### src/rtl/wdog_pkg.sv
package wdog_pkg;

  localparam logic [7:0] KEY_ARM     = 8'h1E;
  localparam logic [7:0] KEY_CONFIRM = 8'hE1;
  localparam int unsigned SEL_W      = 3;
  localparam int unsigned PRE_W      = 10;

  typedef enum logic {
    REG_KEY  = 1'b0,
    REG_CTRL = 1'b1
  } reg_sel_e;

  // prescale factor minus one: codes 0..3 -> 4^code, codes 4..7 -> 128 << (code-4)
  function automatic logic [PRE_W-1:0] presc_last(input logic [SEL_W-1:0] code);
    logic [PRE_W:0] f;
    if (code < 3'd4) f = (PRE_W+1)'(1) << (2 * code);
    else             f = (PRE_W+1)'(128) << (code - 3'd4);
    return PRE_W'(f - 1'b1);
  endfunction

endpackage

### src/rtl/wdog_unlock.sv
module wdog_unlock
  import wdog_pkg::*;
(
  input  logic             clk_i,
  input  logic             rst_ni,
  input  logic             wr_en_i,
  input  logic             wr_addr_i,
  input  logic [7:0]       wr_data_i,
  input  logic             block_i,
  input  logic             clr_i,
  output logic             refresh_o,
  output logic             bad_key_o,
  output logic [SEL_W-1:0] ctrl_act_o
);

  logic             pend_q;
  logic [SEL_W-1:0] shadow_q;
  logic             key_wr, ctrl_wr;

  assign key_wr  = wr_en_i & (wr_addr_i == REG_KEY) & ~block_i;
  assign ctrl_wr = wr_en_i & (wr_addr_i == REG_CTRL);

  assign refresh_o = key_wr & pend_q & (wr_data_i == KEY_CONFIRM);
  assign bad_key_o = key_wr & pend_q & (wr_data_i != KEY_CONFIRM);

  always_ff @(posedge clk_i or negedge rst_ni) begin
    if (!rst_ni) begin
      pend_q <= 1'b0;
    end else if (clr_i) begin
      pend_q <= 1'b0;
    end else if (key_wr) begin
      pend_q <= ~pend_q & (wr_data_i == KEY_ARM);
    end
  end

  always_ff @(posedge clk_i or negedge rst_ni) begin
    if (!rst_ni) begin
      shadow_q   <= '0;
      ctrl_act_o <= '0;
    end else begin
      if (ctrl_wr)   shadow_q   <= wr_data_i[SEL_W-1:0];
      if (refresh_o) ctrl_act_o <= shadow_q;
    end
  end

  // active code only moves on a complete key
  p_ctrl_hold_r9: assert property (@(posedge clk_i) disable iff (!rst_ni)
    !refresh_o |=> $stable(ctrl_act_o));

  // stray value with nothing pending leaves no pending state
  p_stray_ignored_r6: assert property (@(posedge clk_i) disable iff (!rst_ni)
    (key_wr && !pend_q && wr_data_i != KEY_ARM) |=> !pend_q);

endmodule

### src/rtl/wdog_prescaler.sv
module wdog_prescaler
  import wdog_pkg::*;
#(
  parameter int unsigned DIV = 6
) (
  input  logic             clk_i,
  input  logic             rst_ni,
  input  logic             run_i,
  input  logic             clr_i,
  input  logic [SEL_W-1:0] code_i,
  output logic             tick_o
);

  localparam int unsigned DIV_W = (DIV > 1) ? $clog2(DIV) : 1;
  localparam logic [DIV_W-1:0] DIV_LAST = DIV_W'(DIV - 1);

  logic [DIV_W-1:0] div_q;
  logic [PRE_W-1:0] pre_q;
  logic [PRE_W-1:0] pre_last;
  logic             div_wrap;

  assign pre_last = presc_last(code_i);
  assign div_wrap = run_i & (div_q == DIV_LAST);
  assign tick_o   = div_wrap & (pre_q == pre_last);

  always_ff @(posedge clk_i or negedge rst_ni) begin
    if (!rst_ni) begin
      div_q <= '0;
      pre_q <= '0;
    end else if (clr_i || !run_i) begin
      div_q <= '0;
      pre_q <= '0;
    end else begin
      div_q <= div_wrap ? '0 : div_q + 1'b1;
      if (div_wrap) pre_q <= tick_o ? '0 : pre_q + 1'b1;
    end
  end

  // prescale count never passes the selected factor
  p_pre_range_r3: assert property (@(posedge clk_i) disable iff (!rst_ni)
    pre_q <= pre_last);

endmodule

### src/rtl/wdog_counter.sv
module wdog_counter #(
  parameter int unsigned CNT_W = 14
) (
  input  logic clk_i,
  input  logic rst_ni,
  input  logic run_i,
  input  logic clr_i,
  input  logic tick_i,
  output logic expire_o
);

  // expiry after (2^CNT_W - 1) ticks
  localparam logic [CNT_W-1:0] CNT_TERM = {{(CNT_W-1){1'b1}}, 1'b0};

  logic [CNT_W-1:0] cnt_q;

  assign expire_o = run_i & tick_i & (cnt_q == CNT_TERM);

  always_ff @(posedge clk_i or negedge rst_ni) begin
    if (!rst_ni)                cnt_q <= '0;
    else if (clr_i || !run_i)   cnt_q <= '0;
    else if (tick_i)            cnt_q <= cnt_q + 1'b1;
  end

  // count stops one short of all-ones
  p_cnt_range_r2: assert property (@(posedge clk_i) disable iff (!rst_ni)
    cnt_q <= CNT_TERM);

  // an idle counter never expires
  p_idle_quiet_r1: assert property (@(posedge clk_i) disable iff (!rst_ni)
    !run_i |-> !expire_o);

endmodule

### src/rtl/wdog_pulse.sv
module wdog_pulse #(
  parameter int unsigned PULSE_W = 98
) (
  input  logic clk_i,
  input  logic rst_ni,
  input  logic fire_i,
  output logic active_o
);

  localparam int unsigned PW = $clog2(PULSE_W + 1);

  logic [PW-1:0] left_q;
  logic [PW-1:0] run_q;

  assign active_o = (left_q != '0);

  always_ff @(posedge clk_i or negedge rst_ni) begin
    if (!rst_ni)       left_q <= '0;
    else if (fire_i)   left_q <= PW'(PULSE_W);
    else if (active_o) left_q <= left_q - 1'b1;
  end

  // length of the current high run, for the width check
  always_ff @(posedge clk_i or negedge rst_ni) begin
    if (!rst_ni)       run_q <= '0;
    else if (active_o) run_q <= run_q + 1'b1;
    else               run_q <= '0;
  end

  p_pulse_width_r8: assert property (@(posedge clk_i) disable iff (!rst_ni)
    $fell(active_o) |-> (run_q == PW'(PULSE_W)));

endmodule

### src/rtl/wdog_top.sv
module wdog_top
  import wdog_pkg::*;
#(
  parameter int unsigned CNT_W   = 14,
  parameter int unsigned DIV     = 6,
  parameter int unsigned PULSE_W = 98
) (
  input  logic             clk_i,
  input  logic             rst_ni,
  input  logic             wr_en_i,
  input  logic             wr_addr_i,
  input  logic [7:0]       wr_data_i,
  output logic [SEL_W-1:0] ctrl_rdata_o,
  output logic             wdt_rst_o
);

  logic armed_q;
  logic refresh, bad_key, tick, expire, fire, clr;

  // refresh wins over an expiry on the same edge
  assign fire = bad_key | (expire & ~refresh);
  assign clr  = refresh | fire;

  wdog_unlock u_unlock (
    .clk_i      (clk_i),
    .rst_ni     (rst_ni),
    .wr_en_i    (wr_en_i),
    .wr_addr_i  (wr_addr_i),
    .wr_data_i  (wr_data_i),
    .block_i    (wdt_rst_o),
    .clr_i      (fire),
    .refresh_o  (refresh),
    .bad_key_o  (bad_key),
    .ctrl_act_o (ctrl_rdata_o)
  );

  wdog_prescaler #(.DIV(DIV)) u_presc (
    .clk_i  (clk_i),
    .rst_ni (rst_ni),
    .run_i  (armed_q),
    .clr_i  (clr),
    .code_i (ctrl_rdata_o),
    .tick_o (tick)
  );

  wdog_counter #(.CNT_W(CNT_W)) u_cnt (
    .clk_i    (clk_i),
    .rst_ni   (rst_ni),
    .run_i    (armed_q),
    .clr_i    (clr),
    .tick_i   (tick),
    .expire_o (expire)
  );

  wdog_pulse #(.PULSE_W(PULSE_W)) u_pulse (
    .clk_i    (clk_i),
    .rst_ni   (rst_ni),
    .fire_i   (fire),
    .active_o (wdt_rst_o)
  );

  always_ff @(posedge clk_i or negedge rst_ni) begin
    if (!rst_ni)      armed_q <= 1'b0;
    else if (fire)    armed_q <= 1'b0;
    else if (refresh) armed_q <= 1'b1;
  end

  // wrong second byte raises reset on the next cycle
  p_bad_key_r5: assert property (@(posedge clk_i) disable iff (!rst_ni)
    bad_key |=> wdt_rst_o);

  // any firing leaves the watchdog idle
  p_disarm_r10: assert property (@(posedge clk_i) disable iff (!rst_ni)
    fire |=> !armed_q);

  // armed state only ends through a firing
  p_sticky_r7: assert property (@(posedge clk_i) disable iff (!rst_ni)
    (armed_q && !fire) |=> armed_q);

  // no new firing while a pulse is still out
  p_no_refire_r10: assert property (@(posedge clk_i) disable iff (!rst_ni)
    wdt_rst_o |-> !fire);

endmodule

### config.mk
export PLATFORM = sky130hd
export DESIGN_NAME = wdog_top
export DESIGN_NICKNAME = d
export VERILOG_FILES = /design/src/rtl/wdog_pkg.sv /design/src/rtl/wdog_unlock.sv /design/src/rtl/wdog_prescaler.sv /design/src/rtl/wdog_counter.sv /design/src/rtl/wdog_pulse.sv /design/src/rtl/wdog_top.sv
export SDC_FILE = /design/constraint.sdc
export NUM_CORES = 1
export LEC_CHECK = 0
export BUFFER_PORTS_ARGS = -buffer_cell sky130_fd_sc_hd__buf_2
export CAP_MARGIN = 0
export CORE_AREA = 2 2 71 66
export CTS_CLUSTER_DIAMETER = 120
export CTS_CLUSTER_SIZE = 12
export DETAILED_ROUTE_END_ITERATION = 8
export DIE_AREA = 0 0 73 68
export PLACE_DENSITY = 0.81
export SYNTH_ARGS = -nofsm -noshare
export SYNTH_HDL_FRONTEND = slang
export SYNTH_SLANG_ARGS = --single-unit
### constraint.sdc
create_clock -name clk_i -period 5.2 [get_ports clk_i]
set_input_delay 1.04 -clock clk_i [delete_from_list [all_inputs] [get_ports clk_i]]
set_output_delay 1.04 -clock clk_i [all_outputs]
set_load 0.05 [all_outputs]
Yosys cells after proc, flatten, opt, wreduce, memory -nomap -nowiden
Index checks and enable logic that the tools add are counted.

Flip-flop bits (word level): 42. Bits of input ports: 12. Output and inout bits: 4. Logic and storage cells: 63.

$add $sub $neg: 6. Order comparisons: 1. Equality and inequality tests: 6. Shift operators: 2. Muxes and demuxes: 14. Bitwise gates (word level): 18. Reduce and logical (&&, ||, !) cells: 8.

Operators by type and width (count): $mux W10 (4); $mux W14 (2); $add A14 B1 Y14 const B (1); $eq A14 B14 Y1 const B (1); $mux W7 (2); $and A1 B1 Y1 (12); $add A10 B1 Y10 const B (1); $eq A10 B10 Y1 (1); $reduce_bool A2 Y1 (5); $shl A1 B4 Y10 const A (1); $shl A8 B3 Y10 const A (1); $sub A10 B1 Y10 const B (1); $eq A8 B5 Y1 const B (1); $eq A8 B8 Y1 const B (1); $ne A8 B8 Y1 const B (1); $reduce_bool A7 Y1 (1); $sub A7 B1 Y7 const B (1); $mux W3 (2); $mux W1 (4); $not A1 Y1 (4); $add A3 B1 Y3 const B (1); $eq A3 B3 Y1 const B (1); $lt A3 B3 Y1 const B (1); $sub A3 B3 Y3 const B (1); other kinds (3) (4).

Longest topological paths before layout
Gate-level depths: netlist of run 1.

Word-level depth: 13. Depth in mapped cells: 13. Gate-level depth less buffers: 10.

Hierarchy
From an unflattened synthesis of run 1, not the netlist that was laid out.

Cell total of the unflattened synthesis: 263. Area total of the unflattened synthesis: 2549.9 sq um.

Modules (own cells, without submodules): wdog_prescaler (times used 1, cells each 116, area each 985.9 sq um, sequential area each 325.3 sq um); wdog_counter (times used 1, cells each 75, area each 755.7 sq um, sequential area each 350.3 sq um); wdog_pulse (times used 1, cells each 39, area each 390.4 sq um, sequential area each 175.2 sq um); wdog_unlock (times used 1, cells each 27, area each 362.8 sq um, sequential area each 175.2 sq um); wdog_top (times used 1, cells each 6, area each 55.1 sq um, sequential area each 25.0 sq um).

Worst setup path after synthesis of run 1
OpenSTA, ideal clock, no wires.

Path type: reg2reg. From: register u_unlock.ctrl_act_o[2]. To: register u_cnt.cnt_q[8]. Arrival: 3.168 ns. Data required time: 5.121 ns. Slack: 1.953 ns. Stages on the path, launching flop included: 12. Path buffers: 3. Cells stage by stage: dfrtp_1 buf_6 or3_4 ha_1 buf_2 o211a_1 or4_1 a32oi_1 nand2b_1 buf_2 or4_1 a21oi_1.

Cells in the longest elaborated chain, start to end: 13.

RTL lines: start, declared (RTL line wdog_unlock.sv:13) `output logic [SEL_W-1:0] ctrl_act_o`; start signal, assigned (RTL line wdog_unlock.sv:42) `if (refresh_o) ctrl_act_o <= shadow_q;`; $sub A3 B3 Y3 (RTL line wdog_pkg.sv:17) `else f = (PRE_W+1)'(128) << (code - 3'd4);`; $shl A8 B3 Y10 (RTL line wdog_pkg.sv:17); $mux W10 (*) (RTL line wdog_pkg.sv:16) `if (code < 3'd4) f = (PRE_W+1)'(1) << (2 * code);`; $sub A10 B1 Y10 (*) (RTL line wdog_pkg.sv:18) `return PRE_W'(f - 1'b1);`; $eq A10 B10 Y1 (*) (RTL line wdog_prescaler.sv:24) `assign tick_o = div_wrap & (pre_q == pre_last);`; $and A1 B1 Y1 (*) (RTL line wdog_prescaler.sv:24); $and A1 B1 Y1 (2 in a row) (RTL line wdog_counter.sv:17) `assign expire_o = run_i & tick_i & (cnt_q == CNT_TERM);`; $and A1 B1 Y1 (RTL line wdog_top.sv:21) `assign fire = bad_key | (expire & ~refresh);`; $or A1 B1 Y1 (RTL line wdog_top.sv:21); $or A1 B1 Y1 (RTL line wdog_top.sv:22) `assign clr = refresh | fire;`; $logic_or A1 B1 Y1 (RTL line wdog_counter.sv:21) `else if (clr_i || !run_i) cnt_q <= '0;`; $mux W14 / $reduce_bool A2 Y1 (equally long branches); end signal, assigned (RTL line wdog_counter.sv:22) `else if (tick_i) cnt_q <= cnt_q + 1'b1;`; end, declared (RTL line wdog_counter.sv:15) `logic [CNT_W-1:0] cnt_q;`.

Every way passes the cells marked *; elsewhere a longest branch is shown, timed or not. A chain may end at the register's enable or synchronous reset.

Final worst setup path of run 1
From: register u_unlock.ctrl_act_o[1]. To: register u_cnt.cnt_q[13].

The elaborated chain is that of the path after synthesis.

==> impl_results.md, run 1 <==
- Post-synth top cells: 42 x dfrtp_1, 22 x nor2_1, 18 x a21oi_1
- Clock slew at reported path FFs: 0.08 ns
- Setup WS post-layout: 1.54 ns
- Clock Skew: 0.00525 ns
- Rows: 23
- Post-layout util: 0.618
- Slew HR: 0.325
- Pwr Total: 550 uW
- Initial antenna violation count: 0
- Largest net degree at the start of global routing: 43
- IO Count: 16
- FFs w/ async S/R, synth: 1.00
- CTS root buf: clkbuf_8
- Post-Syn Nets: 281
- Fraction of layout cells with a size suffix above 1: 0.129
- Routed wire length: 4780 um
- Synth warn: 0
- DP HPWL: between 3000 and 4000 um
- Buf/Inv on CP: 0
- Most frequent CP cell: or4_1
- Max_cap viols: 0
- Clock sinks: 42
- Synth top area cells: dfrtp_1 42%, xor2_1 3.8%, a21oi_1 3.6%, ha_1 3.5%, nor2_1 3.3%
- CP Class: flip-flop to flip-flop
- CP endpoint kind: flip-flop
- First-pass GRT wire length: between 8000 and 9000 um
- Initial Utilization: 0.585
- Die area: roughly 5000 um2
- Critical path arrival: 3.86 ns
- Clk Latency, worst-skew pair: about 0.29 ns
- Die Y: 68 um
- Nets: slightly below 300
- RSZ-0062 raised after global routing: false
- # diodes: 0
- Max Clk Rate: 273 MHz
- H-tree depth: 2
- DP Worst Slack: 1.58 ns
- Vias in the first global route: slightly below 2000
- CTS Buffer Depth: 2
- Worst Path Max Fanout: 31
- CP delay by family, top: simple AND/OR/NAND/NOR gates
- CP max-delay cell: or4_1
- Initial drt markers: 131
- Horiz. Die Dim: 73 um
- PortBufs: 15
- Total CTS buffers: 5
- Via Count: 1983
- Max incr delay on CP: 0.68 ns
- CP startpoint kind: flip-flop
- P_leak: around 0.0012 uW
- Grt total ovfl: 0
- Required time worst endpoint: 5.40 ns
- Post-CTS setup buffer count: 0
- 1st-pass router iterations: 4
- Final Hold Vio Count: 0
- Slew of the pin with the lowest slew margin: between 1 and 1.5 ns
- PD cells: 207 nW/um2
- Setup-failing EPs final: 0
- Routed Antenna Nets: 0
- Post-synth EDFFs: 0
- Detail-routed via count per cell: ~6.2
- Fillers: roughly 360
- GPL Wtd Cong: slightly below 0.9
- CTS tree: done
- Share of the synthesized area in the top cell type: 0.419
- Most common cell in the netlist: dfrtp_1
- Dominant synthesized flop cell: dfrtp_1
- Routed length per instance: 14.8 um
- Area of the core: between 4000 and 5000 um2
- Hold_buf cts: 0
- Post-Syn Instances: between 200 and 300
- Synth Cell Area: around 2500 um2
- Crit-path cells: or3_4 > ha_1 > o211a_1 > or4_1 > a32oi_1 > nand2b_1 > or4_1 > a21oi_1
- Area grow syn2layout: 5.69%
- Cell variety after synth: 53
- # resized after CTS: 0
- Seq cells post-synth: 42
- Hold slack: just under 0.5 ns
- Pins over their slew limit: 0
- Status: completed
- Minimum clock period: ~3.7 ns
- DRC: 0
- TNS Setup: 0 ns
- Sequential element share of the synthesized area: 0.419
- Yosys top cell by area: dfrtp_1
- Syn_area_per_cell: 9.58 um2
- Hold Path Class: flip-flop to flip-flop
- Fin crit share: 0.703
- Gr usage total: 0.219
- VDD IR max: around 0.17 mV
-- stage by stage --
| stage | std cells | instance area, um2 |
|---|---|---|
| floorplan | 262 | 2510 |
| global placement | 315 | 2570 |
| detailed placement | 315 | 2570 |
| CTS | 322 | 2650 |
| global route | 322 | 2650 |
| finish | 322 | 2650 |
-- routing by layer --
metal,global-route usage,share of wire
met1,0.283,0.48
met2,0.358,0.46
met3,0.0471,0.037
met4,0.0903,0.018
met5,0,0
-- report_power, final --
| group | leakage, uW | internal, uW | switching (uW) |
|---|---|---|---|
| sequential | 0.000560 | 330 | 1.63 |
| clock | 0.0000373 | 92.2 | 111 |
| combinational | 0.000561 | 6.34 | 9.67 |
| total | 0.00116 | 428 | 122 |
-- cell type report --
cell class / count / area, um2 / area share
clock buffer: 6 / 72.6 / 0.0274
clock inverter: 1 / 7.51 / 0.00283
inverter: 11 / 41.3 / 0.0156
multi-input combinational: 197 / 1340 / 0.506
sequential: 42 / 1050 / 0.396
tap: 50 / 62.6 / 0.0236
timing repair buffer: 15 / 75.1 / 0.0283
-- cells by family (layout without fill, tap and decap cells) --
| kind of cell | Yosys count | count (layout) | synth area share |
|---|---|---|---|
| and+or+nand+nor | 109 | 109 | 0.251 |
| AOI/OAI and AO/OA | 59 | 59 | 0.167 |
| DFF | 42 | 42 | 0.419 |
| buffers and inverters | 23 | 33 | 0.0464 |
| xor gates and xnor gates | 17 | 17 | 0.0594 |
| adders and majority gates | 7 | 7 | 0.0349 |
| muxes | 5 | 5 | 0.0224 |
-- flip-flops by register name, indices dropped and copies added, names as in the netlist --
name / count
u_presc.div_q: 3
u_unlock.ctrl_act_o: 3
u_pulse.left_q: 7
u_unlock.shadow_q: 3
u_cnt.cnt_q: 14
u_presc.pre_q: 10
u_unlock.pend_q: 1
armed_q: 1
-- layout by cell type (no fill, tap or decap), types with 2 or more instances in the layout --
cell and count:
or3_1 4, mux2_2 5, nor2_1 22, nor4_1 5, or4b_1 2, clkbuf_8 5, and2_1 3, nand2_1 17
o21ba_1 3, or4_1 11, buf_2 15, a22oi_1 2, inv_1 10, o31ai_1 10, xor2_1 11, nand3_1 10
xnor2_1 6, o21ai_0 7, and3_1 6, a31oi_1 2, and4_1 4, nand2b_1 4, or2_1 2, o31a_1 3
dfrtp_1 42, a21o_1 3, ha_1 7, a21oi_1 18, nand4_1 9
-- path summary, 6_finish.rpt --
kind / start / end / slack, ns / cells past startpoint
max: u_unlock.ctrl_act_o[1] / u_cnt.cnt_q[13] / 1.54 / 8
min: u_presc.div_q[0] / u_presc.div_q[0] / 0.48 / 1
max reg2reg: u_unlock.ctrl_act_o[1] / u_cnt.cnt_q[13] / 1.54 / 8
min reg2reg: u_presc.div_q[0] / u_presc.div_q[0] / 0.48 / 1
max in group asynchronous: rst_ni / u_pulse.left_q[1] / 3.75 / 1
min in group asynchronous: rst_ni / u_cnt.cnt_q[8] / 0.88 / 1
(Power assumes the default switching activity.)
==> inputs of run 2 (changes only) <==
--- a/config.mk
+++ b/config.mk
@@ -5,14 +5,15 @@
 export SDC_FILE = /design/constraint.sdc
 export NUM_CORES = 1
 export LEC_CHECK = 0
+export ABC_AREA = 1
 export BUFFER_PORTS_ARGS = -buffer_cell sky130_fd_sc_hd__buf_2
 export CAP_MARGIN = 0
-export CORE_AREA = 2 2 71 66
+export CORE_AREA = 2 2 74 69
 export CTS_CLUSTER_DIAMETER = 120
 export CTS_CLUSTER_SIZE = 12
 export DETAILED_ROUTE_END_ITERATION = 8
-export DIE_AREA = 0 0 73 68
-export PLACE_DENSITY = 0.81
+export DIE_AREA = 0 0 76 71
+export PLACE_DENSITY = 0.79
 export SYNTH_ARGS = -nofsm -noshare
 export SYNTH_HDL_FRONTEND = slang
 export SYNTH_SLANG_ARGS = --single-unit
==> constraint.sdc (replaced) <==
create_clock -name clk_i -period 3.7 [get_ports clk_i]
set_input_delay 0.74 -clock clk_i [delete_from_list [all_inputs] [get_ports clk_i]]
set_output_delay 0.74 -clock clk_i [all_outputs]
set_load 0.05 [all_outputs]
==> run 2 against run 1 <==
Die area is 8.7% higher. Register-to-register slack worse by 0.46 ns. Area after synthesis is 8.0% higher. Flip-flop and latch count stayed put. Clock skew is 0.0018 ns higher. Clock-buffer cell count is 1 lower. Hold slack worse by 0.0086 ns. Sequential power is 40% higher. Fmax is 40% higher. Synthesized cell count is 47% higher. Power is 55% higher. Design area is 11% higher. Critical endpoint is now u_presc.pre_q[0].
==> impl_results.md, run 2 <==
- Syn_area_per_cell: 7.06 um2 (-26%)
- Dominant synthesized flop cell: dfrtp_1
- Largest net degree at the start of global routing: 43 (unchanged)
- Sequential element share of the synthesized area: 0.388 (-0.0311)
- Detail-routed via count per cell: 5.11 (-17%)
- Largest regs: u_cnt.cnt_q: 14 flops, u_presc.pre_q: 10 flops, u_pulse.left_q: 7 flops
- Cell variety after synth: 31 (-42%)
- # resized after CTS: 0 (unchanged)
- H-tree depth: 2 (unchanged)
- Fraction of layout cells with a size suffix above 1: 0.0948 (-0.0339)
- Largest register by flop count: u_cnt.cnt_q
- VDD IR max: 0.233 mV (+38%)
- Max Clk Rate: 382 MHz (+40%)
- Largest family of logic cells by synthesized area: simple AND/OR/NAND/NOR gates
- Setup-failing EPs final: 0 (unchanged)
- Gr usage total: 0.221 (+0.00189)
- DRC: 0 (unchanged)
- Final Hold Vio Count: 0 (unchanged)
- Share of the synthesized area in the top cell type: 0.388 (-0.0311)
- First-pass GRT wire length: 9660 um (+15%)
- GPL Wtd Cong: 0.907 (+2.4%)
- Slew HR: 0.376 (+0.0513)
- 1st-pass router iterations: 5 (+1)
- Final Non-Filler Cells: 466 (+45%)
- Post-Syn Nets: 403 (+43%)
- Rows: 24 (+4.3%)
- FFs w/ async S/R, synth: 1.00 (unchanged)
- Hold slack: 0.476 ns (-0.00860 ns)
- Placed insts: 458 (+45%)
- Clock sinks: 42 (unchanged)
- Required time worst endpoint: 3.87 ns (-1.53 ns)
- Post-CTS setup buffer count: 0 (unchanged)
- Max FFs per register: 14 (unchanged)
- Post-Synth Adder-Cell Area: 0.0323 (-0.00260)
- Synth top area cells: dfrtp_1 39%, nand2_1 18%, nor2_1 7.6%, inv_1 6.5%, xor2_1 5.5%
- Reg area: 1050 um2 (unchanged)
- CTS Buffer Depth: 2 (unchanged)
- Fin crit share: 0.707 (+0.00364)
- Post-synth top cells: 129 x nand2_1, 55 x nor2_1, 47 x inv_1
- Compound-cell area share of the yosys netlist: 0.0300 (-0.137)
- Pins over their slew limit: 0 (unchanged)
- Routed Antenna Nets: 0 (unchanged)
- Horiz. Die Dim: 76 um (+4.1%)
- TNS Setup: 0 ns (unchanged)
- Die Y: 71 um (+4.4%)
- Initial Utilization: 0.582 (-0.00280)
- Vias in the first global route: 2135 (+11%)
- Die area: 5400 um2 (+8.7%)
- Hold Path Class: flip-flop to flip-flop
- Initial drt markers: 166 (+27%)
- RSZ-0062 raised after global routing: false
- PortBufs: 15 (unchanged)
- Post-Syn Instances: 384 (+47%)
- Total CTS buffers: 5 (unchanged)
- Synth warn: 0 (unchanged)
- Routed length per instance: 12.2 um (-18%)
- Clock Skew: 0.00709 ns (+0.00184 ns)
- Grt total ovfl: 0 (unchanged)
- DP HPWL: 4140 um (+24%)
- Area of the multi-input gates: 1420 um2 (+6.2%)
- CP Class: flip-flop to flip-flop
- PD cells: 291 nW/um2 (+40%)
- Routed wire length: 5660 um (+19%)
- Minimum clock period: 2.62 ns (-1.04 ns)
- CP startpoint kind: flip-flop
- Commonest cells after routing, fill and taps aside: 129 x nand2_1, 55 x nor2_1, 47 x inv_1
- Slew of the pin with the lowest slew margin: 0.935 ns (-0.0769 ns)
- Fillers: 387 (+6.6%)
- Most common cell after layout, fill and taps aside: nand2_1
- IO Count: 16 (unchanged)
- Worst Path Max Fanout: 13 (-58%)
- Clk Latency, worst-skew pair: 0.30 ns (about the same)
- Hold_buf cts: 0 (unchanged)
- Area grow syn2layout: 8.22%
- Seq cells post-synth: 42 (unchanged)
- Area of the core: 4650 um2 (+8.5%)
- Multiplexer area fraction after synthesis: 0 (-0.0224)
- # diodes: 0 (unchanged)
- Post-synth EDFFs: 0 (unchanged)
- Clock slew at reported path FFs: 0.09 ns (about the same)
- P_leak: 0.00140 uW (+21%)
- XOR/XNOR share of the synthesized area: 0.0743 (+0.0150)
- Status: completed
- Most common cell in the netlist: nand2_1
- CTS root buf: clkbuf_8
- Yosys top cell by area: dfrtp_1
- Via Count: 2382 (+20%)
- CP endpoint kind: flip-flop
- Initial antenna violation count: 0 (unchanged)
- CTS tree: done
- Post-synthesis simple-gate area fraction: 0.389 (+0.137)
- Critical path arrival: 2.79 ns (-1.07 ns)
- Synth Cell Area: 2710 um2 (+8.0%)
- Nets: 419 (+44%)
- Max_cap viols: 0 (unchanged)
-- run 2: cell count changes in the layout (fill, tap and decap cells not counted), sizes merged, moves of 6 or more --
cell / previous run / this run
a21oi: 18 / 3
nand2: 19 / 130
nand3: 10 / 25
nor3: 2 / 12
nor2: 22 / 57
and3: 6 / 0
inv: 11 / 50
xor2: 11 / 17
o31ai: 10 / 0
or4: 12 / 0
-- run 2: final timing paths --
| path | start | end | cells past startpoint | slack [ns] |
|---|---|---|---|---|
| min in group asynchronous | rst_ni | u_presc.pre_q[4] | 1 | 0.58 |
| worst min-delay path | u_presc.div_q[0] | u_presc.div_q[0] | 1 | 0.48 |
| worst max register to register | u_unlock.ctrl_act_o[0] | u_presc.pre_q[0] | 14 | 1.08 |
| worst max-delay path | u_unlock.ctrl_act_o[0] | u_presc.pre_q[0] | 14 | 1.08 |
| worst min register to register | u_presc.div_q[0] | u_presc.div_q[0] | 1 | 0.48 |
| max in group asynchronous | rst_ni | u_cnt.cnt_q[9] | 1 | 2.54 |
-- run 2: metal layers --
metal  vias to the layer above  global-route usage  wire [um]
met4                         0              0.0606         67
li1                       1225                   -          -
met5                         -                   0          0
met2                        73               0.354       2530
met1                      1076               0.310       2770
met3                         8              0.0446        296
-- run 2: cell families after synthesis --
logic type,Yosys count
flops,42
xor+xnor,23
compound gates,14
fa+ha+maj,7
buf+inv,56
simple gates,242
-- run 2: metrics by stage --
step / worst slack (ns) / total power, uW / instance area (um2) / util
detailed placement: 1.12 / 499 / 2820 / 0.606
global route: 0.813 / 886 / 2930 / 0.630
floorplan: 1.11 / 480 / 2710 / -
finish: 1.08 / 855 / 2930 / 0.630
global placement: 1.22 / 497 / 2820 / 0.606
CTS: 1.09 / 863 / 2930 / 0.630
-- run 2: critical path, cell delays in order, from the launching register on --
cell     delay [ns]
dfrtp_1        0.51
nor2_1         0.10
nand2_1        0.13
ha_1           0.31
inv_1          0.10
nand2_1        0.07
nand2_1        0.05
nor2_1         0.16
nand2_1        0.10
nor2_1         0.09
nand3_1        0.08
nor2_2         0.12
nand3_2        0.14
nand4_1        0.40
o21ai_0        0.14
-- run 2: layout make-up --
type / instances / area share
repair buffers: 15 / 0.0256
multi-input cells: 286 / 0.485
clock buffers: 5 / 0.0235
inverters: 50 / 0.0640
clock inverters: 3 / 0.0154
well taps: 65 / 0.0277
flip-flops and latches: 42 / 0.358
-- run 2: report_power, final --
group	internal [uW]	switching (uW)
Clock	201	165
Sequential	463	2.68
Combinational	6.95	16.6
Total	670	184
==> inputs of run 3 (changes only) <==
--- a/config.mk
+++ b/config.mk
@@ -5,14 +5,14 @@
 export SDC_FILE = /design/constraint.sdc
 export NUM_CORES = 1
 export LEC_CHECK = 0
-export ABC_AREA = 1
+export ABC_AREA = 0
 export BUFFER_PORTS_ARGS = -buffer_cell sky130_fd_sc_hd__buf_2
 export CAP_MARGIN = 0
-export CORE_AREA = 2 2 74 69
+export CORE_AREA = 2 2 72 67
 export CTS_CLUSTER_DIAMETER = 120
 export CTS_CLUSTER_SIZE = 12
 export DETAILED_ROUTE_END_ITERATION = 8
-export DIE_AREA = 0 0 76 71
+export DIE_AREA = 0 0 74 69
 export PLACE_DENSITY = 0.79
 export SYNTH_ARGS = -nofsm -noshare
 export SYNTH_HDL_FRONTEND = slang
==> constraint.sdc (replaced) <==
create_clock -name clk_i -period 2.5 [get_ports clk_i]
set_input_delay 0.5 -clock clk_i [delete_from_list [all_inputs] [get_ports clk_i]]
set_output_delay 0.5 -clock clk_i [all_outputs]
set_load 0.05 [all_outputs]
==> run 3 against run 2 <==
The flow now finishes with violations (setup timing). Non-clock buffer count is 45 higher. Clock skew is 0.0039 ns higher. Combinational power is 49% higher. Critical path depth is 4 lower. Critical path type unchanged.
==> impl_results.md, run 3 (same netlist as run 1, synthesis figures left out) <==
- Status: complete, but fails checks
- Failing checks: setup timing
- Fraction of layout cells with a size suffix above 1: 0.331 (+0.236)
- CP max-delay cell: or4_4
- Most common cell after layout, fill and taps aside: dfrtp_1
- Nets: 338 (-19%)
- Required time worst endpoint: 2.67 ns (-1.20 ns)
- Minimum clock period: 2.85 ns (+0.235 ns)
- DP HPWL: 3630 um (-12%)
- DP Worst Slack: -0.268 ns (-1.38 ns)
- CTS root buf: clkbuf_8
- Clock sinks: 42 (unchanged)
- PortBufs: 15 (unchanged)
- Hold Path Class: input pin to asynchronous set/reset pin
- Max FFs per register: 14 (unchanged)
- Via Count: 2197 (-7.8%)
- GPL Wtd Cong: 0.893 (-1.5%)
- Clk Latency, worst-skew pair: 0.30 ns (about the same)
- Worst Path Max Fanout: 14 (+1)
- 1st-pass router iterations: 4 (-1)
- VDD IR max: 0.416 mV (+78%)
- Routed Antenna Nets: 0 (unchanged)
- Clock power frac: 0.377 (-0.051)
- Clock slew at reported path FFs: 0.09 ns (about the same)
- Total CTS buffers: 5 (unchanged)
- Max incr delay on CP: 0.53 ns (+0.02 ns)
- Fin crit share: 1.14 (+0.434)
- Vias in the first global route: 2059 (-3.6%)
- IO Count: 16 (unchanged)
- Slew HR: 0.644 (+0.267)
- Routed length per instance: 15.7 um (+30%)
- H-tree depth: 2 (unchanged)
- Post-layout util: 0.755 (+0.125)
- Horiz. Die Dim: 74 um (-2.6%)
- Commonest cells after routing, fill and taps aside: 39 x dfrtp_1, 34 x buf_4, 21 x nor2_1
- CTS tree: done
- Hold slack: 0.259 ns (-0.217 ns)
- # diodes: 0 (unchanged)
- Final Hold Vio Count: 0 (unchanged)
- Setup-failing EPs final: 32 (+32)
- Largest net degree at the start of global routing: 43 (unchanged)
- Critical path arrival: 3.02 ns (+0.23 ns)
- Crit-path cells: or3_4 > ha_4 > o211a_1 > or4_4 > a32oi_1 > nand2b_1 > buf_4 > clkbuf_16 > o31ai_1 > a21oi_2
- Die Y: 69 um (-2.8%)
- CP Class: flip-flop to flip-flop
- Initial drt markers: 75 (-55%)
- First-pass GRT wire length: 9380 um (-2.9%)
- Max Clk Rate: 351 MHz (-8.3%)
- Slew of the pin with the lowest slew margin: 0.534 ns (-0.401 ns)
- Area grow syn2layout: 30.8%
- Grt total ovfl: 0 (unchanged)
- Pwr Total: 1160 uW (+36%)
- DRC: 0 (unchanged)
- CTS Buffer Depth: 2 (unchanged)
- Buf/Inv on CP: 2 (+1)
- Rows: 23 (-4.2%)
- Switching pwr: 266 uW (+44%)
- Die area: 5110 um2 (-5.4%)
- Area of the core: 4350 um2 (-6.6%)
- Clock Skew: 0.0110 ns (+0.00392 ns)
- Setup WS post-layout: -0.351 ns (-1.44 ns)
- RSZ-0062 raised after global routing: true
- Largest register by flop count: u_cnt.cnt_q
- P_leak: 0.00144 uW (+2.4%)
- Pins over their slew limit: 0 (unchanged)
- CP startpoint kind: flip-flop
- Combinational Power Share: 0.030 (+0.002)
- CP delay by family, top: simple AND/OR/NAND/NOR gates
- Gr usage total: 0.231 (+0.00968)
- Cell Int Power: 897 uW (+34%)
- PD cells: 355 nW/um2 (+22%)
- Routed wire length: 6010 um (+6.2%)
- Sw frac: 0.229 (+0.0131)
- Detail-routed via count per cell: 5.75 (+13%)
- CP endpoint kind: flip-flop
- Initial Utilization: 0.577 (-0.00495)
- Initial antenna violation count: 0 (unchanged)
- Max_cap viols: 0 (unchanged)
- Hold_buf cts: 0 (unchanged)
- Seq pwr share: 0.593 (+0.049)
- Largest regs: u_cnt.cnt_q: 14 flops, u_presc.pre_q: 10 flops, u_pulse.left_q: 7 flops
-- run 3: cell count changes in the layout (fill, tap and decap cells not counted), moves of 9 or more --
cell,before,now
nand2_1,129,17
inv_1,47,10
buf_4,0,34
nor2_1,55,21
nand3_1,22,9
a21oi_1,2,13
nor3_1,10,1
o31ai_1,0,9
or4_1,0,9
-- run 3: layer usage --
layer,vias up,part of all wire,track usage
met4,0,0.015,0.0626
met1,1055,0.45,0.312
met5,-,0,0
li1,1087,-,-
met2,44,0.51,0.372
met3,11,0.028,0.0482
-- run 3: final timing paths --
kind                                              from                      to  slack, ns  cells after the start
worst max-delay path            u_unlock.ctrl_act_o[1]         u_cnt.cnt_q[12]      -0.35                     10
worst min-delay path                            rst_ni          u_cnt.cnt_q[6]       0.26                      2
worst max register to register  u_unlock.ctrl_act_o[1]         u_cnt.cnt_q[12]      -0.35                     10
worst min register to register        u_presc.div_q[0]        u_presc.div_q[0]       0.47                      1
max in group asynchronous                       rst_ni  u_unlock.ctrl_act_o[0]       1.84                      2
min in group clk_i                        wr_data_i[2]    u_unlock.shadow_q[2]       0.46                      2
-- run 3: timing repair --
item,4_1_cts,5_1_grt
setup buffers,14,8
pin swaps,4,9
setup endpoints to repair,33,34
cloned,0,3
resized for setup,10,28
-- run 3: power by group through the flow --
stage | registers [uW] | logic (uW) | clock network (uW)
after floorplan | 702 | 9.39 | 0
after global placement | 702 | 35.0 | 0
after detailed placement | 703 | 35.9 | 0
after CTS | 689 | 36.0 | 446
after global routing | 691 | 40.6 | 477
final | 689 | 35.2 | 439
-- run 3: cell type report --
type	instances	area, um2
fill	293	1060
tap	62	77.6
clock inverter	2	13.8
timing repair buffer	60	495
sequential	42	1050
multi-input combinational	199	1530
inverter	11	41.3
clock buffer	6	72.6
-- run 3: through the flow --
stage	TNS, ns	cells	instance area, um2
2_1_floorplan	-13.92	262	2560
3_3_place_gp	-3.72	349	2810
3_5_place_dp	-5.41	349	2810
4_1_cts	-5.05	371	3040
5_1_grt	-10.97	382	3280
6_report	-7.03	382	3280
